File: src/rtl/pf_hint_pkg.sv
package pf_hint_pkg;

   typedef enum logic [1:0] {
      PF_OFF  = 2'b00,
      PF_FWD  = 2'b01,
      PF_ONCE = 2'b10,
      PF_RSV  = 2'b11
   } pf_mode_e;

   localparam logic [2:0] FLD_BASE = 3'd0;
   localparam logic [2:0] FLD_SIZE = 3'd1;
   localparam logic [2:0] FLD_BLEN = 3'd2;
   localparam logic [2:0] FLD_DIST = 3'd3;
   localparam logic [2:0] FLD_MODE = 3'd4;

endpackage

File: src/rtl/pf_region_slot.sv
module pf_region_slot
   import pf_hint_pkg::*;
#(
   parameter int ADDR_W     = 32,
   parameter int LEN_W      = 16,
   parameter int LINE_BYTES = 32
) (
   input  logic              clk,
   input  logic              rst_n,
   input  logic              cfg_we,
   input  logic [2:0]        cfg_field,
   input  logic [ADDR_W-1:0] cfg_wdata,
   input  logic              ld_valid,
   input  logic [ADDR_W-1:0] ld_addr,
   input  logic              acc,
   output logic              req_v,
   output logic [ADDR_W-1:0] req_addr,
   output logic [LEN_W-1:0]  req_len
);

   localparam int EW = ADDR_W + 1;
   localparam logic [EW-1:0] LINE_MASK = ~(EW'(LINE_BYTES - 1));

   logic [ADDR_W-1:0] base_q, size_q, dist_q;
   logic [LEN_W-1:0]  blk_q;
   pf_mode_e          mode_q;
   logic [EW-1:0]     lo_q, hi_q;
   logic              pend_q;
   logic [ADDR_W-1:0] paddr_q;
   logic [LEN_W-1:0]  plen_q;

   logic [EW-1:0] end_w, tgt_w, aln_w, start_w, room_w, len_e;
   logic          enabled, in_win, fits, fresh, take;
   logic [LEN_W-1:0] len_w;

   always_comb begin
      end_w   = {1'b0, base_q} + {1'b0, size_q};
      tgt_w   = {1'b0, ld_addr} + {1'b0, dist_q};
      aln_w   = tgt_w & LINE_MASK;
      start_w = (aln_w < {1'b0, base_q}) ? {1'b0, base_q} : aln_w;
      room_w  = end_w - start_w;
      len_e   = (room_w < EW'(blk_q)) ? room_w : EW'(blk_q);
      len_w   = len_e[LEN_W-1:0];
      enabled = (mode_q == PF_FWD || mode_q == PF_ONCE) && (blk_q != '0);
      in_win  = ({1'b0, ld_addr} >= {1'b0, base_q}) && ({1'b0, ld_addr} < end_w);
      fits    = start_w < end_w;
      if (mode_q == PF_ONCE) fresh = start_w >= hi_q;
      else                   fresh = !((start_w >= lo_q) && (start_w < hi_q));
      take    = ld_valid && enabled && in_win && fits && fresh && !pend_q && !cfg_we;
   end

   always_ff @(posedge clk or negedge rst_n) begin
      if (!rst_n) begin
         base_q <= '0;
         size_q <= '0;
         dist_q <= '0;
         blk_q  <= '0;
         mode_q <= PF_OFF;
      end else if (cfg_we) begin
         case (cfg_field)
            FLD_BASE: base_q <= cfg_wdata;
            FLD_SIZE: size_q <= cfg_wdata;
            FLD_BLEN: blk_q  <= cfg_wdata[LEN_W-1:0];
            FLD_DIST: dist_q <= cfg_wdata;
            FLD_MODE: mode_q <= pf_mode_e'(cfg_wdata[1:0]);
            default:  ;
         endcase
      end
   end

   always_ff @(posedge clk or negedge rst_n) begin
      if (!rst_n) begin
         lo_q    <= '0;
         hi_q    <= '0;
         pend_q  <= 1'b0;
         paddr_q <= '0;
         plen_q  <= '0;
      end else if (cfg_we) begin
         lo_q   <= '0;
         hi_q   <= '0;
         pend_q <= 1'b0;
      end else if (take) begin
         lo_q    <= start_w;
         hi_q    <= start_w + len_e;
         pend_q  <= 1'b1;
         paddr_q <= start_w[ADDR_W-1:0];
         plen_q  <= len_w;
      end else if (acc) begin
         pend_q <= 1'b0;
      end
   end

   assign req_v    = pend_q;
   assign req_addr = paddr_q;
   assign req_len  = plen_q;

   AST_HOLD_REQ: assert property (@(posedge clk) disable iff (!rst_n)
      (req_v && !acc && !cfg_we) |=> (req_v && $stable(req_addr) && $stable(req_len)));
   AST_IN_REGION: assert property (@(posedge clk) disable iff (!rst_n)
      req_v |-> (({1'b0, req_addr} >= {1'b0, base_q}) && (({1'b0, req_addr} + EW'(req_len)) <= end_w)));
   AST_LEN_BOUND: assert property (@(posedge clk) disable iff (!rst_n)
      req_v |-> ((req_len != '0) && (req_len <= blk_q)));
   AST_CANCEL: assert property (@(posedge clk) disable iff (!rst_n)
      cfg_we |=> !req_v);
   AST_ONCE_MONO: assert property (@(posedge clk) disable iff (!rst_n)
      ($past(mode_q) == PF_ONCE && mode_q == PF_ONCE && !$past(cfg_we)) |-> (hi_q >= $past(hi_q)));

endmodule

File: src/rtl/pf_prio_arb.sv
module pf_prio_arb #(
   parameter int N = 4
) (
   input  logic         clk,
   input  logic         rst_n,
   input  logic [N-1:0] req,
   output logic [N-1:0] gnt
);

   logic [N:0] lower;

   assign lower[0] = 1'b0;

   for (genvar i = 0; i < N; i++) begin : g_stage
      assign gnt[i]     = req[i] & ~lower[i];
      assign lower[i+1] = lower[i] | req[i];
   end

   AST_GNT_ONEHOT: assert property (@(posedge clk) disable iff (!rst_n)
      $onehot0(gnt));
   AST_GNT_LIVE: assert property (@(posedge clk) disable iff (!rst_n)
      (req != '0) |-> ($countones(gnt) == 1));

endmodule

File: src/rtl/pf_hint_engine.sv
module pf_hint_engine
   import pf_hint_pkg::*;
#(
   parameter int ADDR_W     = 32,
   parameter int N_REGIONS  = 4,
   parameter int LEN_W      = 16,
   parameter int LINE_BYTES = 32,
   localparam int RIDX_W    = (N_REGIONS > 1) ? $clog2(N_REGIONS) : 1
) (
   input  logic              clk,
   input  logic              rst_n,
   input  logic              cfg_we,
   input  logic [RIDX_W-1:0] cfg_region,
   input  logic [2:0]        cfg_field,
   input  logic [ADDR_W-1:0] cfg_wdata,
   input  logic              ld_valid,
   input  logic [ADDR_W-1:0] ld_addr,
   output logic              pf_valid,
   input  logic              pf_ready,
   output logic [ADDR_W-1:0] pf_addr,
   output logic [LEN_W-1:0]  pf_len,
   output logic [RIDX_W-1:0] pf_region
);

   initial begin
      AST_PARAM_REGIONS: assert (N_REGIONS >= 1 && N_REGIONS <= 64)
         else $error("N_REGIONS out of range");
      AST_PARAM_LINE: assert (LINE_BYTES >= 1 && (LINE_BYTES & (LINE_BYTES - 1)) == 0)
         else $error("LINE_BYTES must be a power of two");
      AST_PARAM_LEN: assert (LEN_W >= 1 && LEN_W <= ADDR_W)
         else $error("LEN_W must not exceed ADDR_W");
   end

   logic [N_REGIONS-1:0] req_v, gnt;
   logic [ADDR_W-1:0]    r_addr [N_REGIONS];
   logic [LEN_W-1:0]     r_len  [N_REGIONS];

   for (genvar i = 0; i < N_REGIONS; i++) begin : g_slot
      logic sel_w;
      assign sel_w = cfg_we && (cfg_region == RIDX_W'(i));

      pf_region_slot #(
         .ADDR_W    (ADDR_W),
         .LEN_W     (LEN_W),
         .LINE_BYTES(LINE_BYTES)
      ) i_slot (
         .clk      (clk),
         .rst_n    (rst_n),
         .cfg_we   (sel_w),
         .cfg_field(cfg_field),
         .cfg_wdata(cfg_wdata),
         .ld_valid (ld_valid),
         .ld_addr  (ld_addr),
         .acc      (gnt[i] && pf_ready),
         .req_v    (req_v[i]),
         .req_addr (r_addr[i]),
         .req_len  (r_len[i])
      );
   end

   pf_prio_arb #(.N(N_REGIONS)) i_arb (
      .clk  (clk),
      .rst_n(rst_n),
      .req  (req_v),
      .gnt  (gnt)
   );

   always_comb begin
      pf_addr   = '0;
      pf_len    = '0;
      pf_region = '0;
      for (int i = 0; i < N_REGIONS; i++) begin
         if (gnt[i]) begin
            pf_addr   = r_addr[i];
            pf_len    = r_len[i];
            pf_region = RIDX_W'(i);
         end
      end
   end

   assign pf_valid = |req_v;

   AST_PRIO_HOLD: assert property (@(posedge clk) disable iff (!rst_n)
      (pf_valid && !pf_ready && !cfg_we) |=> (pf_valid && pf_region <= $past(pf_region)));
   AST_NO_LOAD_NO_REQ: assert property (@(posedge clk) disable iff (!rst_n)
      (!pf_valid && !ld_valid) |=> !pf_valid);

endmodule

File: config.mk
export PLATFORM = sky130hd
export DESIGN_NAME = pf_hint_engine
export DESIGN_NICKNAME = d
export VERILOG_FILES = /design/src/rtl/pf_hint_pkg.sv /design/src/rtl/pf_region_slot.sv /design/src/rtl/pf_prio_arb.sv /design/src/rtl/pf_hint_engine.sv
export SDC_FILE = /design/constraint.sdc
export NUM_CORES = 2
export LEC_CHECK = 0
export BUFFER_PORTS_ARGS = -buffer_cell sky130_fd_sc_hd__buf_4
export CAP_MARGIN = 20
export CORE_ASPECT_RATIO = 0.75
export CORE_MARGIN = 5
export CORE_UTILIZATION = 40
export DETAILED_ROUTE_END_ITERATION = 10
export PLACE_DENSITY = 0.6
export RECOVER_POWER = 50
export SLEW_MARGIN = 5
export SYNTH_ARGS = -nofsm -noshare
export SYNTH_HDL_FRONTEND = slang
export SYNTH_SLANG_ARGS = --single-unit
File: constraint.sdc
create_clock -name clk -period 23.7 [get_ports clk]
set_clock_uncertainty 0.1 [all_clocks]
set_input_delay 3.555 -clock clk [delete_from_list [all_inputs] [get_ports clk]]
set_output_delay 3.555 -clock clk [all_outputs]
set_load 0.02 [all_outputs]
Yosys cells after proc, flatten, opt, wreduce, memory -nomap -nowiden

Cells that the tools add are included.

Register bits after elaboration: 916
Bits of input ports: 74
Output and inout port bits: 51
Word-level logic and storage cells: 265

Add/subtract/negate cells: 16
$lt $le $gt $ge: 32
Eq/ne operators: 15
Mux-type cells: 51
Bitwise logic cells: 12
Reduce and logical (&&, ||, !) cells: 99

Operator list:

| operator                                                        | count |
|---|---|
| 33-bit 2-to-1 mux                                               | 24 |
| 32-bit by 32-bit adder with 33-bit output                       | 8 |
| 33-bit >= comparator                                            | 8 |
| 33-bit less-than comparator                                     | 8 |
| 33-bit adder                                                    | 4 |
| 32-bit by 33-bit less-than comparator with 1-bit output         | 4 |
| 33-bit by 16-bit less-than comparator with 1-bit output         | 4 |
| 33-bit by 32-bit less-than comparator with 1-bit output         | 4 |
| 33-bit subtractor                                               | 4 |
| 32-bit >= comparator                                            | 4 |
| 32-bit 2-to-1 mux                                               | 4 |
| 16-bit 2-to-1 mux                                               | 4 |
| 16-bit nonzero test                                             | 4 |
| 2-bit AND reduction                                             | 24 |
| 1-bit logical AND                                               | 44 |
| 1-bit 2-to-1 mux                                                | 17 |
| 2-bit == test, second input constant                            | 6 |
| 1-bit logical NOT                                               | 12 |
| 3-bit nonzero test                                              | 4 |
| 2-bit by 1-bit == test with 1-bit output, second input constant | 5 |
| 2-bit nonzero test                                              | 4 |
| 1-bit inverter                                                  | 7 |
| 3-bit by 2-bit == test with 1-bit output, second input constant | 2 |
| 1-bit logical OR                                                | 4 |
| 8 further kinds                                                 | 12 |

Depth between registers and ports, before layout

Depth after elaboration: 12
Mapped depth: 58
Gate-level depth less buffers: 55

Cells and area by module

From an unflattened synthesis, not the netlist that was laid out.

Cell total of the unflattened synthesis: 9150
Area, all modules: 79984.2 um^2

Modules (own cells, without submodules):

| module                                 | times used | cells each | area each (um^2) | sequential area each (um^2) |
|---|---|---|---|---|
| pf_region_slot at g_slot[1].i_slot ... | 2          | 2255       | 19577.5          | 5730.5 |
| pf_region_slot at g_slot[3].i_slot     | 1          | 2346       | 20144.3          | 5730.5 |
| pf_region_slot at g_slot[0].i_slot     | 1          | 2104       | 19438.6          | 5730.5 |
| pf_hint_engine                         | 1          | 186        | 1209.9           | 0.0 |
| pf_prio_arb                            | 1          | 4          | 36.3             | 0.0 |

Least setup slack after synthesis

Ideal clock, no wire load.

Path kind: input port to flip-flop
Start point: input port ld_addr[1]
End point: register g_slot[3].i_slot.hi_q[18]
Setup time: 0.072 ns
Data arrival time: 14.602 ns
Required time: 23.528 ns
Slack: 8.926 ns
Cell stages on the path: 54
Path buffers: 3
Path through: ha_1 > a31o_2 > a21oi_1 > o21ai_0 > o41ai_1 > a21oi_1 > o41ai_2 > inv_1 > a211o_1 > xor2_1 > ha_1 > a21oi_1 > nor2b_1 > o21a_1 > o211ai_1 > nand4_1 > o21ai_0 > nand2_1 > [... 18 more ...] > nor3_1 > nand4_1 > or4_1 > buf_2 > nor2_1 > buf_2 > o21ai_0 > ha_1 > a21o_1 > or3_1 > o21ai_0 > o21ai_0 > a31o_2 > a21oi_1 > o21bai_1 > a21oi_1 > mux2_2 > nor2_1

RTL lines:

| what                                                        | line                 | RTL |
|---|---|---|
| from (decl)                                                 | pf_hint_engine.sv:17 | `input logic [ADDR_W-1:0] ld_addr,` |
| 32-bit by 32-bit adder with 33-bit output (*)               | pf_region_slot.sv:38 | `tgt_w = {1'b0, ld_addr} + {1'b0, dist_q};` |
| 33-bit by 32-bit less-than comparator with 1-bit output (*) | pf_region_slot.sv:40 | `start_w = (aln_w < {1'b0, base_q}) ? {1'b0, base_q} : aln_w;` |
| 33-bit 2-to-1 mux (*)                                       | pf_region_slot.sv:40 |  |
| named net g_slot[3].i_slot.start_w[1]                       | pf_region_slot.sv:32 | `logic [EW-1:0] end_w, tgt_w, aln_w, start_w, room_w, len_e;` |
| 33-bit subtractor (*)                                       | pf_region_slot.sv:41 | `room_w = end_w - start_w;` |
| 33-bit by 16-bit less-than comparator with 1-bit output     | pf_region_slot.sv:42 | `len_e = (room_w < EW'(blk_q)) ? room_w : EW'(blk_q);` |
| 33-bit 2-to-1 mux (*)                                       | pf_region_slot.sv:42 |  |
| named net g_slot[3].i_slot.len_e[5]                         | pf_region_slot.sv:32 |  |
| 33-bit adder (*)                                            | pf_region_slot.sv:84 | `hi_q <= start_w + len_e;` |
| 33-bit 2-to-1 mux (*)                                       | pf_region_slot.sv:82 | `end else if (take) begin` |
| 33-bit 2-to-1 mux (*)                                       | pf_region_slot.sv:78 | `end else if (cfg_we) begin` |
| to (signal assigned)                                        | pf_region_slot.sv:84 |  |
| to (decl)                                                   | pf_region_slot.sv:27 | `logic [EW-1:0] lo_q, hi_q;` |

The timed path passes the listed nets; every way through them passes the cells marked *. The select of a mux whose other input is x is not followed.
A chain may end at the register's enable or synchronous reset.

Worst setup path after layout

Start point: input port ld_addr[4]
End point: register g_slot[2].i_slot.hi_q[32]

RTL lines:

| what                                                        | line |
|---|---|
| 32-bit by 32-bit adder with 33-bit output (*)               | pf_region_slot.sv:38 |
| 33-bit by 32-bit less-than comparator with 1-bit output     | pf_region_slot.sv:40 |
| 33-bit 2-to-1 mux (*)                                       | pf_region_slot.sv:40 |
| named net g_slot[2].i_slot.start_w[7]                       | pf_region_slot.sv:32 |
| 33-bit subtractor (*)                                       | pf_region_slot.sv:41 |
| 33-bit by 16-bit less-than comparator with 1-bit output (*) | pf_region_slot.sv:42 |
| 33-bit 2-to-1 mux (*)                                       | pf_region_slot.sv:42 |
| named net g_slot[2].i_slot.len_e[0]                         | pf_region_slot.sv:32 |
| 33-bit adder (*)                                            | pf_region_slot.sv:84 |
| 33-bit 2-to-1 mux (*)                                       | pf_region_slot.sv:82 |
| 33-bit 2-to-1 mux (*)                                       | pf_region_slot.sv:78 |
| to (signal assigned)                                        | pf_region_slot.sv:84 |
| to (decl)                                                   | pf_region_slot.sv:27 |

Marks and branches as above.

==> summary.txt <==
Outcome
  – Status: complete, but fails checks
  – Failing checks: max-capacitance violations, max-slew violations

Clocking
  – Bufs on Longest Clock Path: 3
  – Number of cells upsized or downsized after cts: 0
  – H-tree depth: 3
  – Total CTS buffers: 106
  – Clock transition at path regs: 60 ps
  – Postcts setup bufs: 0
  – # hold bufs at CTS: 0
  – Root buf cell: clkbuf_16
  – CTS Sinks: around 920
  – Clk Latency, worst-skew pair: between 700 and 800 ps
  – CTS tree: yes

Placed design
  – RePlAce Congestion: about 1.0
  – PortBufs: 124
  – DPL Wire Length: 243000 microns

Logic synthesis
  – Primary FF master, synth: dfrtp_1
  – Avg Cell Area, Syn: 8.87 sq um
  – Cell area after synthesis: between 80000 and 90000 sq um
  – Sequential element share of the synthesized area: roughly 28%
  – Yosys warnings: 0
  – Asr flop ratio synth: between 90% and 100%
  – Post-synth top area share: ~28%
  – Leading area contributor after synthesis: dfrtp_1
  – Post-synth EDFFs: 0
  – #FFs+latches synth: approximately 920
  – Post-Synthesis Cells: 9080
  – Synth top area cells: dfrtp_1, ha_1, mux2_2, a21oi_1, a21o_1
  – Post-synth cell types: 104

Critical path
  – Max incr delay on CP: 980 ps
  – Required @ worst endpoint: between 20000 and 25000 ps
  – Worst path buffer plus inverter count: 4
  – Worst Path Arrival: 19090 ps
  – Worst-path fanout max: 24
  – Crit path max-delay family: compound AO/OA/AOI/OAI gates
  – Crit end category: flop
  – Critical-path top delay cell: nor4_1
  – Critical path class: input pin to flop
  – Flop-to-flop setup slack: 7650 ps
  – Cell mode on critical path: ha_1
  – R2R cell count: 50
  – CP Launch Type: input pin
  – Critical R2R Launch: g_slot[2].i_slot.dist_q[5]
  – Critical path launch point: ld_addr[4]
  – Critical R2R Capture: g_slot[2].i_slot.hi_q[32]

Die
  – Die Wd: 528 microns
  – Full die area: between 200000 and 250000 sq um
  – Std-Cell Rows: 142
  – Core footprint: 200000 sq um
  – DIE HEIGHT: 399 microns
  – Initial core utilization: 40.3%
  – I/O pin count: 125

Timing
  – RSZ-0062 raised after global routing: no
  – Fin. max-slew vios: 1119
  – Final hold vios: 0
  – Max transition margin: -202%
  – Max frequency: about 53 MHz
  – Setup TNS: 0 ps
  – Final setup fails: 0
  – Share of the clock period used by the worst path: 79.1%
  – Fin crit period: 18740 ps
  – Least-Margin Pin Slew: ~4500 ps

Pwr
  – PwrDens: between 150 and 200 nW/um^2
  – Worst vdd rail ir drop: approximately 0.15 mV
  – LEAKAGE: 42.4 nW

Layout
  – Share of the core filled with cells: 44.2%
  – Leading cell types in the layout, fill and taps excluded: ha_1, dfrtp_1, inv_1
  – Area growth syn-to-layout: 9.80%
  – Nets: between 10000 and 15000
  – Most common cell after layout, fill and taps aside: ha_1
  – Ratio of cells with drive above 1 in the final layout: between 10% and 20%

Detailed routing
  – Antenna Nets Post-Route: 0
  – Vias: about 72000
  – DRC violations left: 0
  – Vias per cell: 6.00
  – Per-cell routed wire length: 26.3 microns
  – Final wirelength: 314000 microns
  – 1st-pass router iterations: 6
  – Iteration-0 DRC Markers: ~7100

Global routing
  – Initial antenna violation count: 43
  – Number of global-route vias before repair: roughly 67000
  – Largest net degree at the start of global routing: 162
  – Global-route wire length before repair: 455000 microns
  – Total track usage: 28.9%
  – GRT overflow: 0

Worst hold path
  – Worst Hold Depth: 1
  – Hold_sp: g_slot[1].i_slot.lo_q[22]
  – Hold path endpoint: g_slot[1].i_slot.lo_q[22]
  – Hold Crit Class: flop to flop

Run
  – Max Cap Viol: 24
cell usage after synthesis (all sizes together), types with 27 or more instances:
master and count:
nand2 455, dfrtp 916, a211oi 132, xor2 142
and3 55, o21ai 564, clkbuf 250, o21a 119
nor4 59, nor2b 84, nor3 195, a21o 454
a31oi 74, a21oi 744, nand4 173, a221oi 27
a22oi 50, or3 39, o211ai 70, o2111ai 31
buf 80, a2111oi 31, a211o 32, o21bai 51
inv 856, nand3 221, mux2 518, nor2 558
xnor2 234, a221o 60, ha 1200, and2 31
o31ai 47, nand2b 83, mux2i 71
state kept, by name, indices dropped and copies added, names as in the netlist:
register and count:
g_slot.i_slot.base_q 128, g_slot.i_slot.blk_q 64, g_slot.i_slot.dist_q 128, g_slot.i_slot.hi_q 132, g_slot.i_slot.lo_q 132, g_slot.i_slot.mode_q 8
g_slot.i_slot.req_addr 128, g_slot.i_slot.req_len 64, g_slot.i_slot.req_v 4, g_slot.i_slot.size_q 128
cell families after synthesis:
group                      share of synthesized area, %
buffers and inverters                              5.60
and+or+nand+nor                                    12.6
AOI/OAI and AO/OA                                  22.2
muxes                                              8.14
xor gates and xnor gates                           4.09
DFF                                                28.5
adders and majority gates                          18.9
other                                           0.00466
per-layer routing:
layer  part of all wire [%]  global-route usage [%]  vias up
met3                    9.7                    7.55      426
met1                     47                    42.4    35100
met2                     40                    40.5     2695
li1                       -                       -    33300
met4                    4.0                    10.2        6
met5                  0.014                       0        -
power breakdown:
group | total [mW] | switching, mW | internal, mW
combinational | 10.2 | 6.34 | 3.84
clock | 1.85 | 0.787 | 1.06
sequential | 2.43 | 0.455 | 1.98
total | 14.5 | 7.59 | 6.89
layout make-up:
class                      count  area (sq um)
timing repair buffer         227          1650
multi-input combinational   7041         53500
tap                         2664          3330
clock buffer                 129          2950
inverter                     856          3210
clock inverter                67           846
sequential                   916         22900
antenna                       16          40.0
fill                       19700        112000
stage by stage:
stage	area [sq um]	hold WS [ps]	power [mW]	std cells	worst slack [ps]
4_1_cts	88500	391	14.3	11900	5630
6_report	88400	388	14.5	11900	4960
3_5_place_dp	84700	368	12.3	11700	4870
5_1_grt	88400	405	15.6	11900	4270
2_1_floorplan	80800	350	9.31	9143	8930
3_3_place_gp	84700	370	12.2	11700	4890
how the worst max path moves through the flow:
stage | to | slack [ps] | depth (start not counted)
2_1_floorplan | g_slot[3].i_slot.hi_q[18] | 8930 | 54
3_3_place_gp | g_slot[2].i_slot.hi_q[32] | 4890 | 52
3_5_place_dp | g_slot[2].i_slot.hi_q[32] | 4870 | 51
4_1_cts | g_slot[2].i_slot.hi_q[32] | 5630 | 51
5_1_grt | g_slot[2].i_slot.hi_q[32] | 4270 | 51
6_report | g_slot[2].i_slot.hi_q[32] | 4960 | 51
worst reg2reg max path, delay by kind of cell, from the launching register on:
family / cells / cell delay (ps)
xor gates and xnor gates: 2 / 280
muxes: 1 / 490
and+or+nand+nor: 18 / 5340
AOI/OAI and AO/OA: 20 / 6940
buffers and inverters: 3 / 600
adders and majority gates: 6 / 1580
DFF: 1 / 410
Power figures use the tool's default switching activity.
